`src/rtl/csr_bank_pkg.sv`:
```
package csr_bank_pkg;

    typedef enum logic [1:0] {
        CMD_IDLE  = 2'b00,
        CMD_WRITE = 2'b01,
        CMD_READ  = 2'b10,
        CMD_RSVD  = 2'b11
    } bus_cmd_e;

    typedef enum logic [1:0] {
        ACC_NONE,
        ACC_WR,
        ACC_RD
    } acc_e;

    // Writable control fields; enable sits at bit 0.
    typedef struct packed {
        logic [2:0] len_code;
        logic [1:0] prio;
        logic       en;
    } ctrl_fields_t;

    localparam int CTRL_W = $bits(ctrl_fields_t);
    localparam int LEN_W  = 6;

    function automatic logic [LEN_W-1:0] len_decode(input logic [2:0] code);
        logic [LEN_W-1:0] words;
        unique case (code)
            3'd1:    words = LEN_W'(8);
            3'd2:    words = LEN_W'(16);
            3'd3:    words = LEN_W'(32);
            default: words = LEN_W'(4);
        endcase
        return words;
    endfunction

endpackage

```
`src/rtl/csr_ctrl_reg.sv`:
```
module csr_ctrl_reg
    import csr_bank_pkg::*;
(
    input  logic         clk,
    input  logic         rst_n,
    input  logic         wr_en,
    input  ctrl_fields_t wr_val,
    output ctrl_fields_t q
);

    always_ff @(posedge clk) begin
        if (!rst_n) begin
            q.en       <= 1'b1;
            q.prio     <= 2'd3;
            q.len_code <= 3'd0;
        end else if (wr_en) begin
            q <= wr_val;
        end
    end

endmodule

```
`src/rtl/csr_stat_reg.sv`:
```
module csr_stat_reg #(
    parameter int              FREE_W  = 8,
    parameter logic [FREE_W-1:0] RST_VAL = 8'h20
) (
    input  logic              clk,
    input  logic              rst_n,
    input  logic [FREE_W-1:0] free_in,
    output logic [FREE_W-1:0] q
);

    always_ff @(posedge clk) begin
        if (!rst_n) q <= RST_VAL;
        else        q <= free_in;
    end

endmodule

```
`src/rtl/chan_csr_bank.sv`:
```
module chan_csr_bank
    import csr_bank_pkg::*;
#(
    parameter int NUM_CH    = 3,
    parameter int ADDR_W    = 8,
    parameter int DATA_W    = 32,
    parameter int FREE_W    = 8,
    parameter int CTRL_BASE = 'h00,
    parameter int STAT_BASE = 'h10,
    parameter int STRIDE    = 4
) (
    input  logic                     clk,
    input  logic                     rst_n,
    input  logic [1:0]               cmd,
    input  logic [ADDR_W-1:0]        addr,
    input  logic [DATA_W-1:0]        wdata,
    output logic [DATA_W-1:0]        rdata,
    input  logic [NUM_CH*FREE_W-1:0] fifo_free,
    output logic [NUM_CH-1:0]        ch_en,
    output logic [NUM_CH*2-1:0]      ch_prio,
    output logic [NUM_CH*LEN_W-1:0]  ch_len
);

    localparam logic [FREE_W-1:0] STAT_RST = FREE_W'(8'h20);

    acc_e               acc;
    logic [NUM_CH-1:0]  ctrl_hit;
    logic [NUM_CH-1:0]  stat_hit;
    ctrl_fields_t       ctrl_q [NUM_CH];
    logic [FREE_W-1:0]  stat_q [NUM_CH];
    logic [DATA_W-1:0]  rd_word;
    ctrl_fields_t       wr_fields;
    logic               unused_wdata_hi;

    assign wr_fields       = ctrl_fields_t'(wdata[CTRL_W-1:0]);
    assign unused_wdata_hi = ^wdata[DATA_W-1:CTRL_W];

    // Access decode: the reserved code behaves like idle.
    always_comb begin
        unique case (bus_cmd_e'(cmd))
            CMD_WRITE: acc = ACC_WR;
            CMD_READ:  acc = ACC_RD;
            default:   acc = ACC_NONE;
        endcase
    end

    for (genvar i = 0; i < NUM_CH; i++) begin : g_ch
        localparam logic [ADDR_W-1:0] CTRL_ADDR = ADDR_W'(CTRL_BASE + i*STRIDE);
        localparam logic [ADDR_W-1:0] STAT_ADDR = ADDR_W'(STAT_BASE + i*STRIDE);

        assign ctrl_hit[i] = (addr == CTRL_ADDR);
        assign stat_hit[i] = (addr == STAT_ADDR);

        csr_ctrl_reg u_ctrl (
            .clk    (clk),
            .rst_n  (rst_n),
            .wr_en  ((acc == ACC_WR) && ctrl_hit[i]),
            .wr_val (wr_fields),
            .q      (ctrl_q[i])
        );

        csr_stat_reg #(
            .FREE_W  (FREE_W),
            .RST_VAL (STAT_RST)
        ) u_stat (
            .clk     (clk),
            .rst_n   (rst_n),
            .free_in (fifo_free[i*FREE_W +: FREE_W]),
            .q       (stat_q[i])
        );

        assign ch_en[i]                 = ctrl_q[i].en;
        assign ch_prio[i*2 +: 2]        = ctrl_q[i].prio;
        assign ch_len[i*LEN_W +: LEN_W] = len_decode(ctrl_q[i].len_code);
    end

    // Read-back mux; unmapped addresses fall through to zero.
    always_comb begin
        rd_word = '0;
        for (int i = 0; i < NUM_CH; i++) begin
            if (ctrl_hit[i]) rd_word[CTRL_W-1:0] = ctrl_q[i];
            if (stat_hit[i]) rd_word[FREE_W-1:0] = stat_q[i];
        end
    end

    always_ff @(posedge clk) begin
        if (!rst_n)              rdata <= '0;
        else if (acc == ACC_RD)  rdata <= rd_word;
    end

endmodule

```
`config.mk`:
```
export PLATFORM = sky130hd
export DESIGN_NAME = chan_csr_bank
export DESIGN_NICKNAME = d
export VERILOG_FILES = /design/src/rtl/csr_bank_pkg.sv /design/src/rtl/csr_ctrl_reg.sv /design/src/rtl/csr_stat_reg.sv /design/src/rtl/chan_csr_bank.sv
export SDC_FILE = /design/constraint.sdc
export NUM_CORES = 1
export LEC_CHECK = 0
export BUFFER_PORTS_ARGS = -buffer_cell sky130_fd_sc_hd__buf_2
export CORE_ASPECT_RATIO = 1.4
export CORE_UTILIZATION = 48
export CTS_CLUSTER_DIAMETER = 50
export CTS_CLUSTER_SIZE = 40
export DETAILED_ROUTE_END_ITERATION = 10
export MAX_ROUTING_LAYER = met4
export PLACE_DENSITY = 0.84
export SLEW_MARGIN = 20
export SYNTH_ARGS = -nofsm -noshare
export SYNTH_HDL_FRONTEND = slang
export SYNTH_SLANG_ARGS = --single-unit
```
`constraint.sdc`:
```
create_clock -name clk -period 4.55 [get_ports clk]
set_input_delay 1.1375 -clock clk [delete_from_list [all_inputs] [get_ports clk]]
set_output_delay 1.1375 -clock clk [all_outputs]
set_load 0.02 [all_outputs]
```
## After elaboration in Yosys (flattened, before gate mapping)

Cells that the tools add are included.

| word-level totals | value |
|---|---|
| bits in registers | 50 |
| bits in latches | 0 |
| RAM bits | 0 |
| ROM bits | 0 |
| input bits | 68 |
| output and inout port bits | 59 |
| logic and storage cells | 45 |
| memories kept | 0 |

| operators by class | value |
|---|---|
| add/sub/neg operators | 0 |
| multiply operators | 0 |
| divide/modulo/power cells | 0 |
| magnitude comparators | 0 |
| eq/ne operators | 18 |
| shift-type cells | 0 |
| muxes and demuxes | 10 |
| bitwise operators | 0 |
| reduce and logical (&&, ||, !) cells | 4 |

Operator list:

| operator | number |
|---|---|
| one-hot mux 6 bit (3 select lines) | 3 |
| equality test 8 x 5 -> 1 bit, second input constant | 3 |
| 2-to-1 mux 8 bit | 3 |
| equality test 3 x 2 -> 1 bit, second input constant | 6 |
| 2-to-1 mux 6 bit | 3 |
| equality test 3 x 1 -> 1 bit, second input constant | 3 |
| equality test 8 x 3 -> 1 bit, second input constant | 1 |
| equality test 8 x 4 -> 1 bit, second input constant | 1 |
| zero test 8 bit | 1 |
| equality test 2 x 1 -> 1 bit, second input constant | 2 |
| equality test 2 bit, second input constant | 2 |
| one-hot mux 2 bit (2 select lines) | 1 |
| logical AND 1 bit | 3 |

## Longest topological paths before layout

Gate-level depths: netlist of run 1.

| logic depth | value |
|---|---|
| depth in word-level cells | 7 |
| mapped depth | 5 |
| depth with buffers taken out | 4 |

## Modules after synthesis

A second synthesis of run 1 with hierarchy kept.

| second synthesis, totals | value |
|---|---|
| cell total of the unflattened synthesis | 243 |
| area total of the unflattened synthesis | 2,374.8 µm² |

Modules (own cells, without submodules):

| module | times used | cells an instance | area each (µm²) | seq. area each (µm²) |
|---|---|---|---|---|
| chan_csr_bank | 1 | 138 | 1,079.8 | 160.2 |
| csr_ctrl_reg | 3 | 19 | 221.5 | 120.1 |
| csr_stat_reg | 3 | 16 | 210.2 | 160.2 |

## Least setup slack after synthesis of run 1

Ideal clock, no wire load.

| timing path | value |
|---|---|
| path type | input-to-reg |
| from | input port addr[4] |
| to | register g_ch[2].u_ctrl.q[0] (netlist name) |
| library setup time | 0.129 ns |
| arrival time | 2.090 ns |
| data required time | 4.421 ns |
| setup slack | 2.331 ns |
| stages on the path | 5 |
| buffers on the path | 1 |
| cells stage by stage | buf_2 -> nor3b_2 -> nand4_2 -> mux2i_1 -> nand2_1 |

| on the way | value |
|---|---|
| longest elaborated chain between the ends | 2 |

RTL lines:

| what | RTL line | source |
|---|---|---|
| from (decl) | chan_csr_bank.sv:15 | `input logic [ADDR_W-1:0] addr,` |
| equality test 8 x 4 -> 1 bit | chan_csr_bank.sv:51 | `assign ctrl_hit[i] = (addr == CTRL_ADDR);` |
| logical AND 1 bit | chan_csr_bank.sv:57 | `.wr_en ((acc == ACC_WR) && ctrl_hit[i]),` |
| to (signal assigned) | csr_ctrl_reg.sv:17 | `q <= wr_val;` |
| to (decl) | csr_ctrl_reg.sv:8 | `output ctrl_fields_t q` |

Every way passes these cells.
A chain may end at the register's enable or synchronous reset.

==> results of run 1 <==
==> synth_stat cells, types with 3 or more instances <==
| cell | number | area [um2] |
|---|---|---|
| a211oi_1 | 6 | 45.04 |
| a21o_1 | 6 | 45.04 |
| and2_1 | 21 | 131.4 |
| and3b_1 | 3 | 26.28 |
| buf_2 | 4 | 20.02 |
| buf_4 | 40 | 300.3 |
| clkbuf_1 | 6 | 22.52 |
| dfxtp_1 | 50 | 1001 |
| mux2_2 | 6 | 67.56 |
| mux2i_1 | 20 | 200.2 |
| nand2_1 | 21 | 78.83 |
| nand2b_1 | 7 | 43.79 |
| nand3_1 | 8 | 40.04 |
| nor2b_1 | 4 | 25.02 |
| nor3b_1 | 6 | 45.04 |
| o21ai_0 | 6 | 30.03 |
| o21bai_1 | 3 | 22.52 |
| o22ai_1 | 12 | 75.07 |
| o41ai_1 | 6 | 52.55 |
==> through the flow <==
stage	hold WS (ps)	cell area, um2	total power (W)	util	worst slack [ps]
6_report	475.6	2703	0.0008020	0.5581	2185
5_1_grt	507.2	2703	0.0008370	0.5581	2048
3_3_place_gp	454.7	2608	0.0005475	0.5385	1911
4_1_cts	477.1	2703	0.0008070	0.5581	2205
3_5_place_dp	465.2	2608	0.0005490	0.5385	1890
2_1_floorplan	463.0	2524	0.0005413	-	2331
==> worst max-delay path, delay by kind of cell <==
family | cells | cell delay, ps
AOI/OAI and AO/OA | 2 | 430
and+or+nand+nor | 1 | 420
buffers and inverters | 1 | 630
==> metal layers <==
layer  track usage  vias up  wire [um]  part of all wire
met5             -        -          0                 0
met4       0.09293        0        157             0.033
met3       0.05279       12        303             0.063
met2        0.3288       75       2423              0.50
met1        0.2072      809       1925              0.40
li1              -      923          -                 -
==> cells by family (layout without fill, tap and decap cells) <==
kind of cell,Yosys count,after routing,synth area share
simple gates,81,81,0.2041
buf+inv,51,78,0.1435
flops,50,50,0.4145
compound gates,43,43,0.1254
mux,26,26,0.1109
other cells,1,30,0.001553
==> power breakdown <==
group          switching (W)  internal, W
Sequential        0.00000441     0.000449
Clock               0.000141     0.000122
Combinational      0.0000561    0.0000297
Total               0.000201     0.000601
==> cell type report <==
cell class | count | area [um2]
flip-flops and latches | 50 | 1001
fillers | 475 | 2140
multi-input cells | 180 | 1176
repair buffers | 70 | 350.3
clock inverters | 2 | 12.51
clock buffers | 6 | 82.58
well taps | 64 | 80.08
==> sequential cells by signal (all words and copies together) (netlist names) <==
name / flops
g_ch.u_stat.q: 24
g_ch.u_ctrl.q: 18
rdata: 8
==> how the worst max path moves through the flow <==
stage	from	to	slack [ps]
finish	rst_n	rdata[4]	2190
global route	rst_n	rdata[4]	2050
CTS	rst_n	rdata[4]	2210
detailed placement	rst_n	rdata[4]	1890
global placement	rst_n	rdata[4]	1910
floorplan	addr[4]	g_ch[2].u_ctrl.q[0]	2330
==> layout by cell type (no fill, tap or decap), types with 3 or more instances in the layout <==
cell      instances
and3b_1           3
a211oi_1          6
nor2b_1           4
mux2_2            6
nor3b_1           6
mux2i_1          20
nand2b_1          7
dfxtp_1          50
buf_2            70
nand3_1           8
o21bai_1          3
a21o_1            6
o22ai_1          12
o41ai_1           6
clkbuf_8          6
nand2_1          21
conb_1           30
and2_1           21
o21ai_0           6
==> impl_metrics.yaml, run 1 <==
drt:
  drtIter0Drc: 52
  postRouteAntennaNets: 0
  drc_errors: 0
  wl_per_cell_um: 12.93
  via_per_inst: 4.890
  via_count: 1819
  totalWireLength_mm: 4.809
  dr.pass1.iters: 4
clock_tree:
  root_buffer: "clkbuf_8"
  post_cts_resized: 0
  cts_sinks: 50
  post-cts-setup-buffers: 0
  insertion_delay_ps: 300
  cts_buffer_depth: 2
  numCtsBuffers: 5
  cts_tree: "built"
  hold_buffers: 0
  clk_transition_reported_paths_ps: 90
  h-tree-depth: 2
global_route:
  grt_use_total: 0.1970
  grt_pass1_wl_mm: 7.500
  grt_pass1_vias: 1702
  overflow: 0
  grt_max_degree: 55
  grt_antenna_before_repair: 0
power_and_ir_drop:
  p_leak_nw: 1.342
  p_per_area_mw_per_mm2: 296.8
  irDropWorstVdd_mv: 0.1851
setup_path:
  worst_setup_path_start_kind: "input pin"
  critical_path_arrival_ps: 2620
  cp-end-kind: "flop"
  cpPeakStageDelay_ps: 630
  crit_chain: "buf_2, nand4_1, a211oi_1, a21o_1"
  cp_max_fo: 54
  r2r_cells: 4
  r2r_setup_slack_ps: 3350
  crit_slowest_cell: "buf_2"
  critPathRequiredTime_ps: 4800
  worstReg2RegStart: "g_ch[1].u_ctrl.q[4]"
  r2r_end: "rdata[4]"
  path_class: "in -> reg"
timing:
  setup_viol: 0
  rsz0062_at_grt: "no"
  setup_tns_ps: 0
  tightest_slew_ps: 819.6
  relSlewSlack: 0.4536
  finalHoldViolCount: 0
  period_needed_ps: 2365
  clock_skew_ps: 3.443
  fmax_ghz: 0.4229
  timing.final.crit_share: 0.5198
  slew_violations: 0
hold_path:
  whs_endpoint: "rdata[7]"
  hp-start: "rdata[7]"
  hp-class: "reg -> reg"
  holdPathStages: 2
layout:
  num_antenna_cells: 0
  layout.nets: 375
  layout-drive-gt1-share: 0.2922
  area.growth.synth_to_final_pct: 11.92
  final_cell_count_no_fill: 372
synth:
  syn_inst: 252
  synth_flop_cell: "dfxtp_1"
  synth_edf_count: 0
  async_flop_share: 0
  yosysSeqAreaShare: 0.4145
  postSynthAreaPerCell_um2: 9.583
  ys_ff_latch: 50
  syn-cell-area_mm2: 0.002415
  yosys_warnings: 0
  ys_types: 32
floorplanning:
  rows: 30
  num_io_pins: 127
  dieWidth_um: 61.95
  die-area_mm2: 0.005323
  core_area_mm2: 0.004842
  die_h_um: 85.93
  start_util: 0.4987
placement:
  dpl.cell_count: 364
  io_buffer_count: 70
  gp_congestion: 0.8407
  dp_hpwl_mm: 3.682
outcome:
  outcome: "complete, no violations"
job:
  cap_violations: 0
(Power assumes the default switching activity.)
==> run 2, diff against run 1 <==
--- a/config.mk
+++ b/config.mk
@@ -5,14 +5,15 @@
 export SDC_FILE = /design/constraint.sdc
 export NUM_CORES = 1
 export LEC_CHECK = 0
+export ABC_AREA = 1
 export BUFFER_PORTS_ARGS = -buffer_cell sky130_fd_sc_hd__buf_2
 export CORE_ASPECT_RATIO = 1.4
-export CORE_UTILIZATION = 48
+export CORE_UTILIZATION = 40
 export CTS_CLUSTER_DIAMETER = 50
 export CTS_CLUSTER_SIZE = 40
 export DETAILED_ROUTE_END_ITERATION = 10
 export MAX_ROUTING_LAYER = met4
-export PLACE_DENSITY = 0.84
+export PLACE_DENSITY = 0.75
 export SLEW_MARGIN = 20
 export SYNTH_ARGS = -nofsm -noshare
 export SYNTH_HDL_FRONTEND = slang
==> constraint.sdc (replaced) <==
create_clock -name clk -period 1.9 [get_ports clk]
set_input_delay 0.475 -clock clk [delete_from_list [all_inputs] [get_ports clk]]
set_output_delay 0.475 -clock clk [all_outputs]
set_load 0.02 [all_outputs]
==> run 2 against run 1 <==
  * Wire length down 0.21%
  * Die area increased by 18%
  * Global-route usage is 3.2 points lower
  * Via count grew 13%
  * Setup slack lost 1900 ps
  * Cell area up 3.3%
  * Sequential cell count did not move
  * Clock skew about the same
  * Hold slack got worse by 120 ps
  * Total power increased to 2.7 times the previous value
  * Non-clock buffer count grew 3
  * Largest cell class is now registers
==> impl_metrics.yaml, run 2 <==
layout:
  largest_reg_flops: 24
  layout-drive-gt1-share: 0.2506
  num_antenna_cells: 0
  area.growth.synth_to_final_pct: 16.56
  layout.nets: 470
  final_cell_mix: "nand2_1 (79), buf_2 (70), dfxtp_1 (50)"
  largestRegisters: "g_ch.u_stat.q x24, g_ch.u_ctrl.q x18, rdata x8"
  multi_input_area_um2: 988.4
  final_common_cell: "nand2_1"
  seq_area_mm2: 0.001001
  fillers: 614
  top_register: "g_ch.u_stat.q"
  utilization: 0.4795
setup_path:
  r2r_end: "rdata[1]"
  worst_setup_path_start_kind: "flop"
  cp_max_fo: 3
  cp-end-kind: "output port"
  path_class: "reg -> out"
  r2r_cells: 6
  critPathRequiredTime_ps: 1420
  critical_path_arrival_ps: 1190
  r2r_setup_slack_ps: 910
  worstReg2RegStart: "g_ch[1].u_ctrl.q[1]"
timing:
  slew_violations: 0
  clock_skew_ps: 3.358
  period_needed_ps: 1664
  rsz0062_at_grt: "no"
  timing.final.crit_share: 0.8756
  setup_viol: 0
  fmax_ghz: 0.6011
  finalHoldViolCount: 0
  setup_ws_ps: 236.4
  setup_tns_ps: 0
floorplanning:
  die_h_um: 93.55
  num_io_pins: 127
  rows: 33
  die-area_mm2: 0.006305
  start_util: 0.4113
  dieWidth_um: 67.40
  core_area_mm2: 0.005822
clock_tree:
  cts_sinks: 50
  cts_buffer_depth: 2
  post-cts-setup-buffers: 0
  clk_transition_reported_paths_ps: 90
  insertion_delay_ps: 290
  h-tree-depth: 2
  numCtsBuffers: 5
  root_buffer: "clkbuf_8"
  post_cts_resized: 0
  hold_buffers: 0
  cts_tree: "built"
power_and_ir_drop:
  irDropWorstVdd_mv: 0.3276
  p_total_w: 0.002168
  p_leak_nw: 1.541
  p_per_area_mw_per_mm2: 776.5
drt:
  drc_errors: 0
  postRouteAntennaNets: 0
  met3WireLength_um: 232
  wl_per_cell_um: 10.15
  routed.top_layer: "met4"
  drtIter0Drc: 75
  dr.pass1.iters: 4
  via_count: 2051
  totalWireLength_mm: 4.799
  via_per_inst: 4.336
  wl_met2_mm: 2.392
  drt-met1-wl_mm: 2.004
placement:
  place_ws_ps: 175.4
  dp_hpwl_mm: 3.931
  io_buffer_count: 70
  gp_congestion: 0.8268
global_route:
  grt_antenna_before_repair: 0
  grt_max_degree: 20
  grt_use_total: 0.1650
  overflow: 0
  grt_pass1_wl_mm: 7.596
  grt_pass1_vias: 1784
hold_path:
  hp-class: "in -> reg"
  whs_endpoint: "g_ch[2].u_stat.q[3]"
  holdPathStages: 3
  hp-start: "fifo_free[19]"
synth:
  yosys_warnings: 0
  synthTopCellsByArea: "dfxtp_1 (42%), nand2_1 (12%), buf_4 (12%), inv_1 (7.2%), nand3_1 (4.4%)"
  syn_inst: 338
  postSynthAreaPerCell_um2: 7.085
  ys_ff_latch: 50
  async_flop_share: 0
  synth_edf_count: 0
  yosys-top-cells-count: "nand2_1 (79), dfxtp_1 (50), inv_1 (46), buf_4 (39), nor2_1 (25)"
  synth_top_area_cell: "dfxtp_1"
  syn-cell-area_mm2: 0.002395
  ys_types: 21
  synth_flop_cell: "dfxtp_1"
  yosys.area.top_type_share: 0.4180
  yosysMostFrequentCell: "nand2_1"
  yosysSeqAreaShare: 0.4180
outcome:
  outcome: "complete, no violations"
job:
  cap_violations: 0
## run 2: worst max-delay path, stage by stage (launching register included)
cell and delay [ps]:
dfxtp_1 370, inv_1 80, nor3_1 190, nor3_1 90, buf_2 160
## run 2: final cells by class
type	count	area share
repair buffers	73	0.1336
clock buffers	6	0.02958
well taps	70	0.03138
multi-input cells	219	0.3541
clock inverters	2	0.02151
inverters	53	0.07127
flip-flops and latches	50	0.3586
## run 2: report_power, final
group	total [W]	leakage [nW]	internal, W	switching [W]
Sequential	0.00109	0.410	0.00108	0.00000848
Combinational	0.000192	1.06	0.0000593	0.000133
Clock	0.000890	0.0714	0.000561	0.000329
## run 2: kinds of logic (layout without fill, tap and decap cells)
family / count (synthesis) / after routing / synth area share
AO/OA/AOI/OAI: 43 / 43 / 0.09613
other: 1 / 30 / 0.001566
buffers and inverters: 98 / 134 / 0.2147
flip-flops: 50 / 50 / 0.4180
AND/OR/NAND/NOR: 146 / 146 / 0.2696
## run 2: metal layers
metal,vias up,global-route usage
li1,1099,-
met1,863,0.1789
met2,77,0.2767
met3,12,0.03293
met4,0,0.08688
met5,-,-
## run 2: worst max-delay path by stage
stage	start	cells after the start	endpoint
detailed placement	addr[7]	8	rdata[1]
global route	g_ch[0].u_ctrl.q[3]	4	ch_len[2]
floorplan	g_ch[0].u_ctrl.q[3]	3	ch_len[2]
CTS	g_ch[0].u_ctrl.q[3]	4	ch_len[2]
global placement	addr[7]	8	rdata[1]
finish	g_ch[0].u_ctrl.q[3]	4	ch_len[2]
## run 2: per-stage QoR
stage	area [um2]	hold slack [ps]	instances
after detailed placement	2649	460.8	465
after global placement	2649	456.0	465
final	2791	353.2	473
after floorplan	2504	451.4	367
after CTS	2791	346.2	473
after global routing	2791	350.4	473
